==> src/rtl/adc_sif_pkg.sv <==
package adc_sif_pkg;

  typedef enum logic [1:0] {
    PM_FULL_OFF = 2'b00,
    PM_FAST_OFF = 2'b01,
    PM_INT_CLK  = 2'b10,
    PM_EXT_CLK  = 2'b11
  } pmode_e;

  // field order equals serial arrival order after the start bit
  typedef struct packed {
    logic [2:0] chan;
    logic       uni;
    logic       single;
    pmode_e     pmode;
  } ctrl_t;

  localparam int unsigned CTRL_W = $bits(ctrl_t);

endpackage

==> src/rtl/adc_ctrl_rx.sv <==
module adc_ctrl_rx
  import adc_sif_pkg::*;
(
  input  logic  clk,
  input  logic  rst_n,
  input  logic  abort,
  input  logic  rise,
  input  logic  din,
  input  logic  rx_en,
  output ctrl_t ctrl_q,
  output logic  done_q
);

  localparam int unsigned CNT_W = $clog2(CTRL_W + 1);

  typedef enum logic {RX_HUNT, RX_SHIFT} rx_st_e;

  rx_st_e            st_q, st_d;
  logic [CTRL_W-2:0] sh_q, sh_d;
  logic [CNT_W-1:0]  cnt_q, cnt_d;
  ctrl_t             ctrl_d;
  logic              done_d;

  always_comb begin
    st_d   = st_q;
    sh_d   = sh_q;
    cnt_d  = cnt_q;
    ctrl_d = ctrl_q;
    done_d = 1'b0;
    if (abort) begin
      st_d  = RX_HUNT;
      cnt_d = '0;
    end else if (rise) begin
      unique case (st_q)
        RX_HUNT: begin
          if (rx_en && din) begin
            st_d  = RX_SHIFT;
            cnt_d = '0;
          end
        end
        RX_SHIFT: begin
          sh_d = {sh_q[CTRL_W-3:0], din};
          if (cnt_q == CNT_W'(CTRL_W - 1)) begin
            st_d   = RX_HUNT;
            cnt_d  = '0;
            done_d = 1'b1;
            ctrl_d = ctrl_t'({sh_q, din});
          end else begin
            cnt_d = cnt_q + 1'b1;
          end
        end
        default: st_d = RX_HUNT;
      endcase
    end
  end

  always_ff @(posedge clk or negedge rst_n) begin
    if (!rst_n) begin
      st_q   <= RX_HUNT;
      sh_q   <= '0;
      cnt_q  <= '0;
      ctrl_q <= '0;
      done_q <= 1'b0;
    end else begin
      st_q   <= st_d;
      sh_q   <= sh_d;
      cnt_q  <= cnt_d;
      ctrl_q <= ctrl_d;
      done_q <= done_d;
    end
  end

  // receiver never leaves hunting while the sequencer blocks it
  p_rx_blocked_hunts_r9: assert property (@(posedge clk) disable iff (!rst_n)
    !rx_en |-> (st_q == RX_HUNT));

endmodule

==> src/rtl/adc_conv_seq.sv <==
module adc_conv_seq
  import adc_sif_pkg::*;
#(
  parameter int unsigned CONV_CYCLES = 64,
  parameter int unsigned EXT_CLKS    = 8
) (
  input  logic   clk,
  input  logic   rst_n,
  input  logic   abort,
  input  logic   rise,
  input  logic   fall,
  input  logic   start,
  input  pmode_e pmode,
  output logic   conv_start,
  output logic   busy,
  output logic   load
);

  localparam int unsigned MAXC = (CONV_CYCLES > EXT_CLKS) ? CONV_CYCLES : EXT_CLKS;
  localparam int unsigned TW   = $clog2(MAXC + 1);

  typedef enum logic [1:0] {SQ_IDLE, SQ_EXT, SQ_INT} sq_st_e;

  sq_st_e        st_q, st_d;
  logic [TW-1:0] cnt_q, cnt_d;

  assign busy       = (st_q != SQ_IDLE);
  assign conv_start = start && pmode[1] && !abort;
  assign load = !abort &&
                (((st_q == SQ_EXT) && fall && (cnt_q == TW'(EXT_CLKS))) ||
                 ((st_q == SQ_INT) && (cnt_q == TW'(CONV_CYCLES - 1))));

  always_comb begin
    st_d  = st_q;
    cnt_d = cnt_q;
    if (abort) begin
      st_d  = SQ_IDLE;
      cnt_d = '0;
    end else begin
      unique case (st_q)
        SQ_IDLE: begin
          cnt_d = '0;
          if (start && pmode == PM_EXT_CLK) st_d = SQ_EXT;
          else if (start && pmode == PM_INT_CLK) st_d = SQ_INT;
        end
        SQ_EXT: begin
          if (load) st_d = SQ_IDLE;
          else if (rise && cnt_q < TW'(EXT_CLKS)) cnt_d = cnt_q + 1'b1;
        end
        SQ_INT: begin
          if (load) st_d = SQ_IDLE;
          else cnt_d = cnt_q + 1'b1;
        end
        default: st_d = SQ_IDLE;
      endcase
    end
  end

  always_ff @(posedge clk or negedge rst_n) begin
    if (!rst_n) begin
      st_q  <= SQ_IDLE;
      cnt_q <= '0;
    end else begin
      st_q  <= st_d;
      cnt_q <= cnt_d;
    end
  end

  // conversion phase only begins right after a start pulse
  p_busy_after_start_r5: assert property (@(posedge clk) disable iff (!rst_n)
    $rose(busy) |-> $past(conv_start));

  // a power-down word leaves the sequencer idle
  p_pd_no_conv_r10: assert property (@(posedge clk) disable iff (!rst_n)
    (start && !pmode[1] && !busy) |=> !busy);

endmodule

==> src/rtl/adc_res_shift.sv <==
module adc_res_shift #(
  parameter int unsigned DATA_W = 8
) (
  input  logic              clk,
  input  logic              rst_n,
  input  logic              abort,
  input  logic              fall,
  input  logic              load,
  input  logic              uni,
  input  logic [DATA_W-1:0] raw,
  output logic              dout
);

  logic [DATA_W-1:0] sh_q, sh_d, coded;

  // offset binary in; bipolar output flips the sign bit
  assign coded = uni ? raw : {~raw[DATA_W-1], raw[DATA_W-2:0]};

  always_comb begin
    sh_d = sh_q;
    if (abort)     sh_d = '0;
    else if (load) sh_d = coded;
    else if (fall) sh_d = {sh_q[DATA_W-2:0], 1'b0};
  end

  always_ff @(posedge clk or negedge rst_n) begin
    if (!rst_n) sh_q <= '0;
    else        sh_q <= sh_d;
  end

  assign dout = sh_q[DATA_W-1];

endmodule

==> src/rtl/adc_serial_if.sv <==
module adc_serial_if
  import adc_sif_pkg::*;
#(
  parameter int unsigned DATA_W      = 8,
  parameter int unsigned CONV_CYCLES = 64,
  parameter int unsigned EXT_CLKS    = 8
) (
  input  logic              clk,
  input  logic              rst_n,
  input  logic              cs_n,
  input  logic              sclk,
  input  logic              din,
  input  logic [DATA_W-1:0] conv_data,
  output logic              dout,
  output logic              conv_strobe,
  output logic              conv_start,
  output logic [2:0]        mux_pos,
  output logic [2:0]        mux_neg,
  output logic              mux_single,
  output logic [1:0]        pwr_mode
);

  logic  sclk_q, rise, fall, busy, load, done;
  ctrl_t ctrl;

  always_ff @(posedge clk or negedge rst_n) begin
    if (!rst_n) sclk_q <= 1'b0;
    else        sclk_q <= sclk;
  end

  assign rise = sclk && !sclk_q && !cs_n;
  assign fall = !sclk && sclk_q && !cs_n;

  adc_ctrl_rx u_rx (
    .clk    (clk),
    .rst_n  (rst_n),
    .abort  (cs_n),
    .rise   (rise),
    .din    (din),
    .rx_en  (!busy),
    .ctrl_q (ctrl),
    .done_q (done)
  );

  adc_conv_seq #(
    .CONV_CYCLES (CONV_CYCLES),
    .EXT_CLKS    (EXT_CLKS)
  ) u_seq (
    .clk        (clk),
    .rst_n      (rst_n),
    .abort      (cs_n),
    .rise       (rise),
    .fall       (fall),
    .start      (done),
    .pmode      (ctrl.pmode),
    .conv_start (conv_start),
    .busy       (busy),
    .load       (load)
  );

  adc_res_shift #(.DATA_W(DATA_W)) u_sh (
    .clk   (clk),
    .rst_n (rst_n),
    .abort (cs_n),
    .fall  (fall),
    .load  (load),
    .uni   (ctrl.uni),
    .raw   (conv_data),
    .dout  (dout)
  );

  assign conv_strobe = busy;
  assign mux_pos     = ctrl.chan;
  assign mux_single  = ctrl.single;
  assign mux_neg     = ctrl.single ? 3'd0 : {ctrl.chan[2:1], ~ctrl.chan[0]};
  assign pwr_mode    = ctrl.pmode;

  // deselect silences output and strobe on the next clock
  p_deselect_quiet_r11: assert property (@(posedge clk) disable iff (!rst_n)
    cs_n |=> (!dout && !conv_strobe));

endmodule

==> config.mk <==
export PLATFORM = sky130hd
export DESIGN_NAME = adc_serial_if
export DESIGN_NICKNAME = d
export VERILOG_FILES = /design/src/rtl/adc_sif_pkg.sv /design/src/rtl/adc_ctrl_rx.sv /design/src/rtl/adc_conv_seq.sv /design/src/rtl/adc_res_shift.sv /design/src/rtl/adc_serial_if.sv
export SDC_FILE = /design/constraint.sdc
export NUM_CORES = 1
export LEC_CHECK = 0
export ABC_AREA = 1
export BUFFER_PORTS_ARGS = -buffer_cell sky130_fd_sc_hd__buf_2
export CORE_MARGIN = 5
export CORE_UTILIZATION = 55
export CTS_CLUSTER_SIZE = 16
export DETAILED_ROUTE_END_ITERATION = 12
export GPL_TIMING_DRIVEN = 0
export MAX_ROUTING_LAYER = met4
export PLACE_DENSITY = 0.81
export SLEW_MARGIN = 15
export SYNTH_ARGS = -nofsm -noshare
export SYNTH_HDL_FRONTEND = slang
export SYNTH_SLANG_ARGS = --single-unit
==> constraint.sdc <==
create_clock -name clk -period 4.4 [get_ports clk]
set_clock_uncertainty 0.1 [all_clocks]
set_input_delay 0.66 -clock clk [delete_from_list [all_inputs] [get_ports clk]]
set_output_delay 0.66 -clock clk [all_outputs]
set_load 0.03 [all_outputs]
==> key figures, run 1 <==
STA
  – Max Slew Vio Count: 0
  – RSZ-0062 raised after global routing: no
  – Hold Vio Cnt, Final: 0
  – Final setup violation count: 0
  – Max-slew headroom at the worst pin: 0.491
  – Final period utilization: 0.477
  – Fmax: 0.476 GHz
  – Crit path time final: 2100 ps
  – Slew @ Worst Pin: 763 ps
  – Final setup TNS: 0 ps
  – Final worst slack: 2300 ps

Final layout
  – Final non-filler cell area: 2230 µm²
  – Register area: 901 µm²
  – # fillers: 314
  – Area delta synth->final: 12.9%
  – Nets: 308
  – Share of layout cells above drive strength 1: 0.158
  – N_diodes: 0
  – Area of the multi-input gates: 881 µm²

Logic synthesis
  – Commonest cells post-synth: nand2_1 (73), inv_1 (41), dfrtp_1 (36)
  – Post-Syn Area: 1970 µm²
  – Post-Syn Nets: 277
  – Compound-Gate Fraction of Synth Area: 0.0710
  – Post-synthesis sequential area ratio: 0.456
  – Ys flop type: dfrtp_1
  – Post-Synth XOR/XNOR Area: 0.00887
  – Simple-Gate Fraction of Synth Area: 0.335
  – Number of flops mapped to enable cells by yosys: 0
  – Most common cell in the netlist: nand2_1
  – Cells after synthesis: 259
  – Synth Area in Adders: 0.0317
  – Main combinational cell family by area after synthesis: simple AND/OR/NAND/NOR gates
  – Synth cell types: 27
  – Top cell type's share of synthesized area: 0.456
  – Fraction of registers with async set/reset: 1.00
  – Multiplexer share of the synthesized area: 0
  – Area leader, netlist: dfrtp_1
  – Ranking of synthesized cells by area: dfrtp_1 (46%), nand2_1 (14%), nand3_1 (8.9%)
  – Yosys reg bits: 36
  – Synth warn: 0
  – Syn Area/Cell: 7.62 µm²

Placement
  – Final GP Congestion: 0.832
  – Dpl hpwl: 2820 µm
  – DP Worst Slack: 2300 ps
  – # port buffers: 24
  – Cell Area, Placed: 2150 µm²

Die
  – Die height: 69.9 µm
  – Num ports: 25
  – # rows: 21
  – Die outline width: 69.9 µm
  – Starting density of the core: 0.578
  – Die ar.: 4890 µm²
  – Core area: 3420 µm²

CTS
  – Clk_lat worst skew: 340 ps
  – Setup bufs post-CTS: 0
  – Cts hold-fix bufs: 0
  – CTS tree: yes
  – # clock sinks: 36
  – Clk pin slew, worst setup/hold paths: 110 ps
  – Depth of the CTS H-tree: 2
  – CTS resizes: 0
  – Clock root buffer: clkbuf_4
  – Clock buffer depth: 2
  – CTS Buf Count: 5

Worst setup path
  – WS Path Type: input port to output port
  – Startpoint Class: input port
  – WP data required: 3640 ps
  – Critical path endpoint category: output port
  – Peak fanout along the critical path: 10
  – R2r endpoint: u_seq.cnt_q[6]
  – Crit path launch: cs_n
  – Critical Path Sink: conv_start
  – Reg2reg setup slack: 2580 ps
  – Reg2Reg Depth: 7
  – WP data arrival: 1340 ps
  – Worst R2R Start: u_seq.st_q[0]

Power and ir drop
  – Total power: 785 µW
  – Pwr/cell area: 352 nW/µm²
  – Peak VDD IR: 0.000257 V
  – Static Leakage: 1.24 nW

Job
  – Total of max-cap violations: 0

Global route
  – Total grt overflow: 0
  – Largest net degree at the start of global routing: 37
  – GRT Util Overall: 0.182
  – Global-route wire length before repair: 7020 µm
  – Vias in the first global route: 1612
  – Initial antenna violation count: 0

Drt
  – Pre-antenna DRT Iters: 4
  – DRC: 0
  – Via/cell ratio: 5.11
  – Routed wire length: 3880 µm
  – Antenna viol nets, final: 0
  – Routed WL per cell: 11.5 µm
  – Iter 0 DRT Violations: 99
  – Vias after detailed routing: 1722

Hold path
  – Worst Hold Class: input port to asynchronous set/reset pin

Outcome
  – Status: finished, final reports clean
==> logic make-up (layout without fill, tap and decap cells) <==
| logic type | after synthesis | count (layout) |
|---|---|---|
| AOI/OAI and AO/OA | 24 | 24 |
| xor gates and xnor gates | 2 | 2 |
| adders and majority gates | 5 | 5 |
| buffers and inverters | 48 | 80 |
| DFF | 36 | 36 |
| and+or+nand+nor | 144 | 144 |
==> flip-flops by register name, indices dropped and copies added, names as in the netlist <==
| signal | count |
|---|---|
| sclk_q | 1 |
| u_sh.sh_q | 8 |
| u_rx.sh_q | 6 |
| u_rx.cnt_q | 3 |
| u_rx.st_q | 1 |
| u_rx.done_q | 1 |
| u_seq.cnt_q | 7 |
| u_rx.ctrl_q | 7 |
| u_seq.st_q | 2 |
==> worst min path at each step <==
stage                     slack (ps)  cells after the start      endpoint
after floorplan                  260                      0        sclk_q
after global routing             310                      1        sclk_q
after CTS                        300                      1  u_rx.sh_q[0]
after detailed placement         370                      2  u_rx.sh_q[2]
after global placement           360                      2  u_rx.sh_q[3]
final                            280                      1  u_rx.sh_q[0]
==> metal layers <==
layer / vias to the layer above / global-route usage / part of all wire
li1: 875 / - / -
met1: 797 / 0.233 / 0.49
met2: 41 / 0.272 / 0.45
met3: 9 / 0.0502 / 0.046
met4: 0 / 0.0809 / 0.021
met5: - / - / 0
==> critical path, cell delays in order <==
cell	delay, ps
buf_2	130
buf_2	210
nor2_1	130
buf_2	210
==> power breakdown <==
part,leakage (nW),internal [mW],switching [mW]
registers,0.483,0.371,0.0277
logic,0.719,0.0513,0.109
clock network,0.0422,0.119,0.107
total,1.24,0.541,0.244
==> layout by cell type, fill, tap and decap left out, types with 5 or more instances in the layout <==
master,n
nand3_1,35
a21oi_1,6
ha_1,5
o21ai_0,14
nand2_1,73
clkbuf_4,5
inv_1,41
dfrtp_1,36
nor2_1,19
buf_2,26
==> through the flow <==
step,instances,utilization,hold slack [ps]
after global placement,329,0.630,363
after floorplan,259,-,264
after detailed placement,329,0.630,369
final,337,0.652,279
after global routing,337,0.652,306
after CTS,337,0.652,301
==> final cells by class <==
| type | count | area share |
|---|---|---|
| clock inverters | 2 | 0.0157 |
| inverters | 43 | 0.0736 |
| repair buffers | 24 | 0.0539 |
| well taps | 46 | 0.0258 |
| flip-flops and latches | 36 | 0.404 |
| clock buffers | 6 | 0.0185 |
| multi-input cells | 175 | 0.395 |
| plain buffers | 5 | 0.0129 |
(Power assumes the default switching activity.)
==> run 2: changes to the inputs <==
Clock period 4.4 ns to 2.15 ns, I/O delays scaled along.
==> key figures, run 2 (same netlist as run 1, synthesis figures left out) <==
Outcome
  – Status: finished, final reports clean

CTS
  – CTS tree: yes
  – Setup bufs post-CTS: 0
  – CTS Buf Count: 5
  – # clock sinks: 36
  – Clk pin slew, worst setup/hold paths: 100 ps
  – Depth of the CTS H-tree: 2
  – Clk_lat worst skew: 340 ps
  – Clock buffer depth: 2
  – Clock root buffer: clkbuf_4

STA
  – Fmax: 0.536 GHz
  – Max-slew headroom at the worst pin: 0.495
  – Final setup violation count: 0
  – Crit path time final: 1870 ps
  – Final period utilization: 0.869
  – Slew @ Worst Pin: 758 ps
  – RSZ-0062 raised after global routing: no
  – Final setup TNS: 0 ps
  – Hold Vio Cnt, Final: 0
  – Max Slew Vio Count: 0
  – Final worst slack: 283 ps

Worst setup path
  – Reg2reg setup slack: 350 ps
  – Crit-path max cell delay: 510 ps
  – Startpoint Class: input port
  – WP data required: 2320 ps
  – Peak fanout along the critical path: 10
  – Worst R2R Start: u_seq.st_q[0]
  – R2r endpoint: u_seq.cnt_q[6]
  – Reg2Reg Depth: 7
  – Most frequent CP cell: nand2_1
  – WS Path Type: input port to register
  – Critical path's slowest cell: dlygate4sd3_1
  – Critical path endpoint category: register
  – WP data arrival: 2030 ps
  – CP Cell Sequence: dlygate4sd3_1, buf_2, inv_1, nor2_2, nand2_1, nor2_1, clkbuf_1, nand2_1, o21ai_0

Hold path
  – Worst Hold Class: input port to register
  – Hold Crit Start: din
  – Hold endpoint: u_rx.sh_q[0]
  – Hold Path Stages: 3

Final layout
  – Nets: 310
  – Most flops, register: u_sh.sh_q
  – Max FFs per register: 8
  – Commonest non-fill, non-tap cell in the layout: nand2_1
  – Area delta synth->final: 13.9%
  – Share of layout cells above drive strength 1: 0.157
  – Largest regs: u_sh.sh_q x8, u_rx.ctrl_q x7, u_seq.cnt_q x7
  – Commonest cells after routing, fill and taps aside: nand2_1 (73), inv_1 (41), dfrtp_1 (36)
  – N_diodes: 0

Die
  – Die height: 69.9 µm
  – Starting density of the core: 0.578
  – Num ports: 25
  – Core area: 3420 µm²
  – Die ar.: 4890 µm²
  – # rows: 21
  – Die outline width: 69.9 µm

Placement
  – Dpl hpwl: 2820 µm
  – Final GP Congestion: 0.832
  – # port buffers: 24
  – DP Worst Slack: 382 ps

Power and ir drop
  – Static Leakage: 1.25 nW
  – Peak VDD IR: 0.000525 V
  – Pwr/cell area: 715 nW/µm²
  – Total power: 1.61 mW

Global route
  – Initial antenna violation count: 0
  – Global-route wire length before repair: 7060 µm
  – Total grt overflow: 0
  – Largest net degree at the start of global routing: 37
  – GRT Util Overall: 0.183
  – Vias in the first global route: 1619

Drt
  – Pre-antenna DRT Iters: 5
  – Via/cell ratio: 5.06
  – Vias after detailed routing: 1714
  – Routed WL per cell: 11.4 µm
  – Antenna viol nets, final: 0
  – DRC: 0
  – Routed wire length: 3880 µm
  – Iter 0 DRT Violations: 101

Job
  – Total of max-cap violations: 0
==> run 2: cell types whose count changed in the layout (fill, tap and decap cells not counted), sizes merged <==
cell         change
dlygate4sd3      +2
==> run 2: worst max-delay path, delay by kind of cell <==
family	cells	cell delay, ps
and+or+nand+nor	4	590
buffers and inverters	4	1020
AOI/OAI and AO/OA	1	90
==> run 2: area by class of cell <==
| class | count | area (µm²) |
|---|---|---|
| repair buffers | 26 | 140 |
| plain buffers | 5 | 28.8 |
| flip-flops and latches | 36 | 901 |
| clock buffers | 6 | 41.3 |
| inverters | 43 | 164 |
| multi-input cells | 175 | 881 |
| fillers | 312 | 1170 |
| clock inverters | 2 | 35.0 |
| well taps | 46 | 57.6 |
==> run 2: worst max-delay path by stage <==
stage / start / endpoint / slack, ps
2_1_floorplan: u_seq.st_q[0] / u_rx.cnt_q[1] / 550
3_3_place_gp: u_seq.st_q[0] / u_seq.cnt_q[0] / 440
3_5_place_dp: u_seq.st_q[0] / u_seq.cnt_q[6] / 380
4_1_cts: sclk / u_rx.sh_q[4] / 300
5_1_grt: sclk / u_rx.sh_q[2] / 100
6_report: sclk / u_rx.sh_q[4] / 280
==> run 2: where the power goes <==
part / internal [mW] / switching [mW]
combinational: 0.107 / 0.222
clock: 0.244 / 0.220
sequential: 0.759 / 0.0562
==> run 2: repair_timing <==
action / in CTS / in global routing
resized for setup: 0 / 0
hold buffers: 2 / 0
endpoints found under the hold margin: 37 / 0
==> run 2: routing by layer <==
| metal | GRT usage | up-vias | wire (µm) |
|---|---|---|---|
| li1 | - | 877 | - |
| met1 | 0.234 | 796 | 1920 |
| met2 | 0.273 | 31 | 1710 |
| met3 | 0.0502 | 10 | 170 |
| met4 | 0.0809 | 0 | 82 |
| met5 | - | - | 0 |
==> run 2: per-stage QoR <==
step | hold WS [ps] | utilization | area (µm²) | cells
after floorplan | -73.1 | - | 1970 | 259
after global placement | 352 | 0.630 | 2150 | 329
after detailed placement | 347 | 0.630 | 2150 | 329
after CTS | 97.2 | 0.658 | 2250 | 339
after global routing | 101 | 0.658 | 2250 | 339
final | 107 | 0.658 | 2250 | 339
==> run 3: changes to the inputs <==
Settings changed: PLACE_DENSITY 0.81 to 0.76.
==> key figures, run 3 (same netlist as run 1, synthesis figures left out) <==
Final layout
  – Fin util: 0.660
  – N_diodes: 0
  – Commonest cells after routing, fill and taps aside: nand2_1 (73), inv_1 (41), dfrtp_1 (36)
  – Largest regs: u_sh.sh_q x8, u_rx.ctrl_q x7, u_seq.cnt_q x7
  – Share of layout cells above drive strength 1: 0.160
  – Max FFs per register: 8
  – Final non-filler cell area: 2260 µm²
  – Area delta synth->final: 14.3%
  – Commonest non-fill, non-tap cell in the layout: nand2_1
  – Nets: 310
  – Most flops, register: u_sh.sh_q

Worst setup path
  – Crit-path max cell delay: 530 ps
  – Peak fanout along the critical path: 10
  – Reg2reg setup slack: 400 ps
  – Crit path launch: sclk
  – Critical path endpoint category: register
  – Crit-path leading delay family: buffers and inverters
  – R2r endpoint: u_seq.cnt_q[1]
  – WP data required: 2280 ps
  – Crit path buffers/inverters: 4
  – Startpoint Class: input port
  – Total stage count of the critical path: 8
  – CP Cell Sequence: dlygate4sd3_1, buf_2, inv_1, nor2_2, nand2_1, nor2_1, clkbuf_1, o21ai_0
  – Critical Path Sink: u_rx.sh_q[0]
  – Reg2Reg Depth: 7
  – Worst R2R Start: u_seq.st_q[0]
  – WS Path Type: input port to register
  – WP data arrival: 1970 ps
  – Critical path's slowest cell: dlygate4sd3_1

Drt
  – Pre-antenna DRT Iters: 4
  – Via/cell ratio: 4.91
  – Vias after detailed routing: 1663
  – Routed WL per cell: 11.3 µm
  – DRC: 0
  – Routed wire length: 3840 µm
  – Antenna viol nets, final: 0
  – Iter 0 DRT Violations: 73

Placement
  – Cell Area, Placed: 2150 µm²
  – DP Worst Slack: 422 ps
  – # port buffers: 24
  – Final GP Congestion: 0.860
  – Dpl hpwl: 2720 µm

STA
  – WHS: 104 ps
  – Final setup TNS: 0 ps
  – Final period utilization: 0.857
  – RSZ-0062 raised after global routing: no
  – Final setup violation count: 0
  – Max Slew Vio Count: 0
  – Slew @ Worst Pin: 772 ps
  – Hold Vio Cnt, Final: 0
  – Fmax: 0.543 GHz
  – Crit path time final: 1840 ps
  – Max-slew headroom at the worst pin: 0.486
  – Final worst slack: 308 ps

Power and ir drop
  – Static Leakage: 1.25 nW
  – Flop pwr share: 0.498
  – Comb pwr share: 0.199
  – Pint: 1.11 mW
  – Pwr/cell area: 726 nW/µm²
  – Clock power share: 0.304
  – Peak VDD IR: 0.000556 V
  – Switch share: 0.320
  – Sw Pwr: 525 µW

Global route
  – Initial antenna violation count: 0
  – Total grt overflow: 0
  – Global-route wire length before repair: 6880 µm
  – Largest net degree at the start of global routing: 37
  – Vias in the first global route: 1546
  – GRT Util Overall: 0.178

Die
  – Die outline width: 69.9 µm
  – Die height: 69.9 µm
  – # rows: 21
  – Core area: 3420 µm²
  – Starting density of the core: 0.578
  – Die ar.: 4890 µm²
  – Num ports: 25

Hold path
  – Worst Hold Class: input port to register

CTS
  – # clock sinks: 36
  – CTS Buf Count: 5
  – Clk pin slew, worst setup/hold paths: 110 ps
  – Setup bufs post-CTS: 0
  – Clock root buffer: clkbuf_4
  – Clock buffer depth: 2
  – Depth of the CTS H-tree: 2
  – CTS tree: yes
  – Clk_lat worst skew: 350 ps

Job
  – Total of max-cap violations: 0

Outcome
  – Status: finished, final reports clean
## run 3: metal layers
metal,track usage,up-vias,part of all wire
li1,-,878,-
met1,0.225,743,0.48
met2,0.276,37,0.46
met3,0.0502,5,0.050
met4,0.0574,0,0.014
met5,-,-,0
## run 3: tightest hold or removal path, stage by stage
cell and delay [ps]:
buf_2 80, nand3_1 60, nand2_1 60
## run 3: timing repair
item                      in CTS  in global routing
hold endpoints to repair      37                  0
resized for setup              0                  0
hold buffers                   2                  0
## run 3: worst min path at each step
stage | start | endpoint | slack (ps) | depth (start not counted)
floorplan | rst_n | sclk_q | -70 | 0
global placement | rst_n | u_seq.cnt_q[2] | 350 | 1
detailed placement | rst_n | u_seq.cnt_q[2] | 350 | 1
CTS | din | u_rx.sh_q[0] | 90 | 3
global route | din | u_rx.sh_q[0] | 90 | 3
finish | conv_data[0] | u_sh.sh_q[0] | 100 | 3
## run 3: stage by stage
stage	cells	power (mW)
after floorplan	259	1.05
after global placement	329	1.15
after detailed placement	329	1.15
after CTS	339	1.65
after global routing	339	1.75
final	339	1.64
## run 3: power by group through the flow
stage,Combinational [mW],Sequential (mW),Clock [mW]
finish,0.325,0.815,0.497
global route,0.385,0.830,0.538
CTS,0.330,0.816,0.507
detailed placement,0.323,0.830,0
global placement,0.317,0.829,0
floorplan,0.235,0.817,0
## run 3: layout make-up
class | instances | area [µm²]
Fill cell | 309 | 1160
Sequential cell | 36 | 901
Multi-Input combinational cell | 175 | 881
Inverter | 43 | 164
Timing Repair Buffer | 26 | 140
Tap cell | 46 | 57.6
Clock inverter | 3 | 46.3
Clock buffer | 5 | 37.5
Buffer | 5 | 28.8
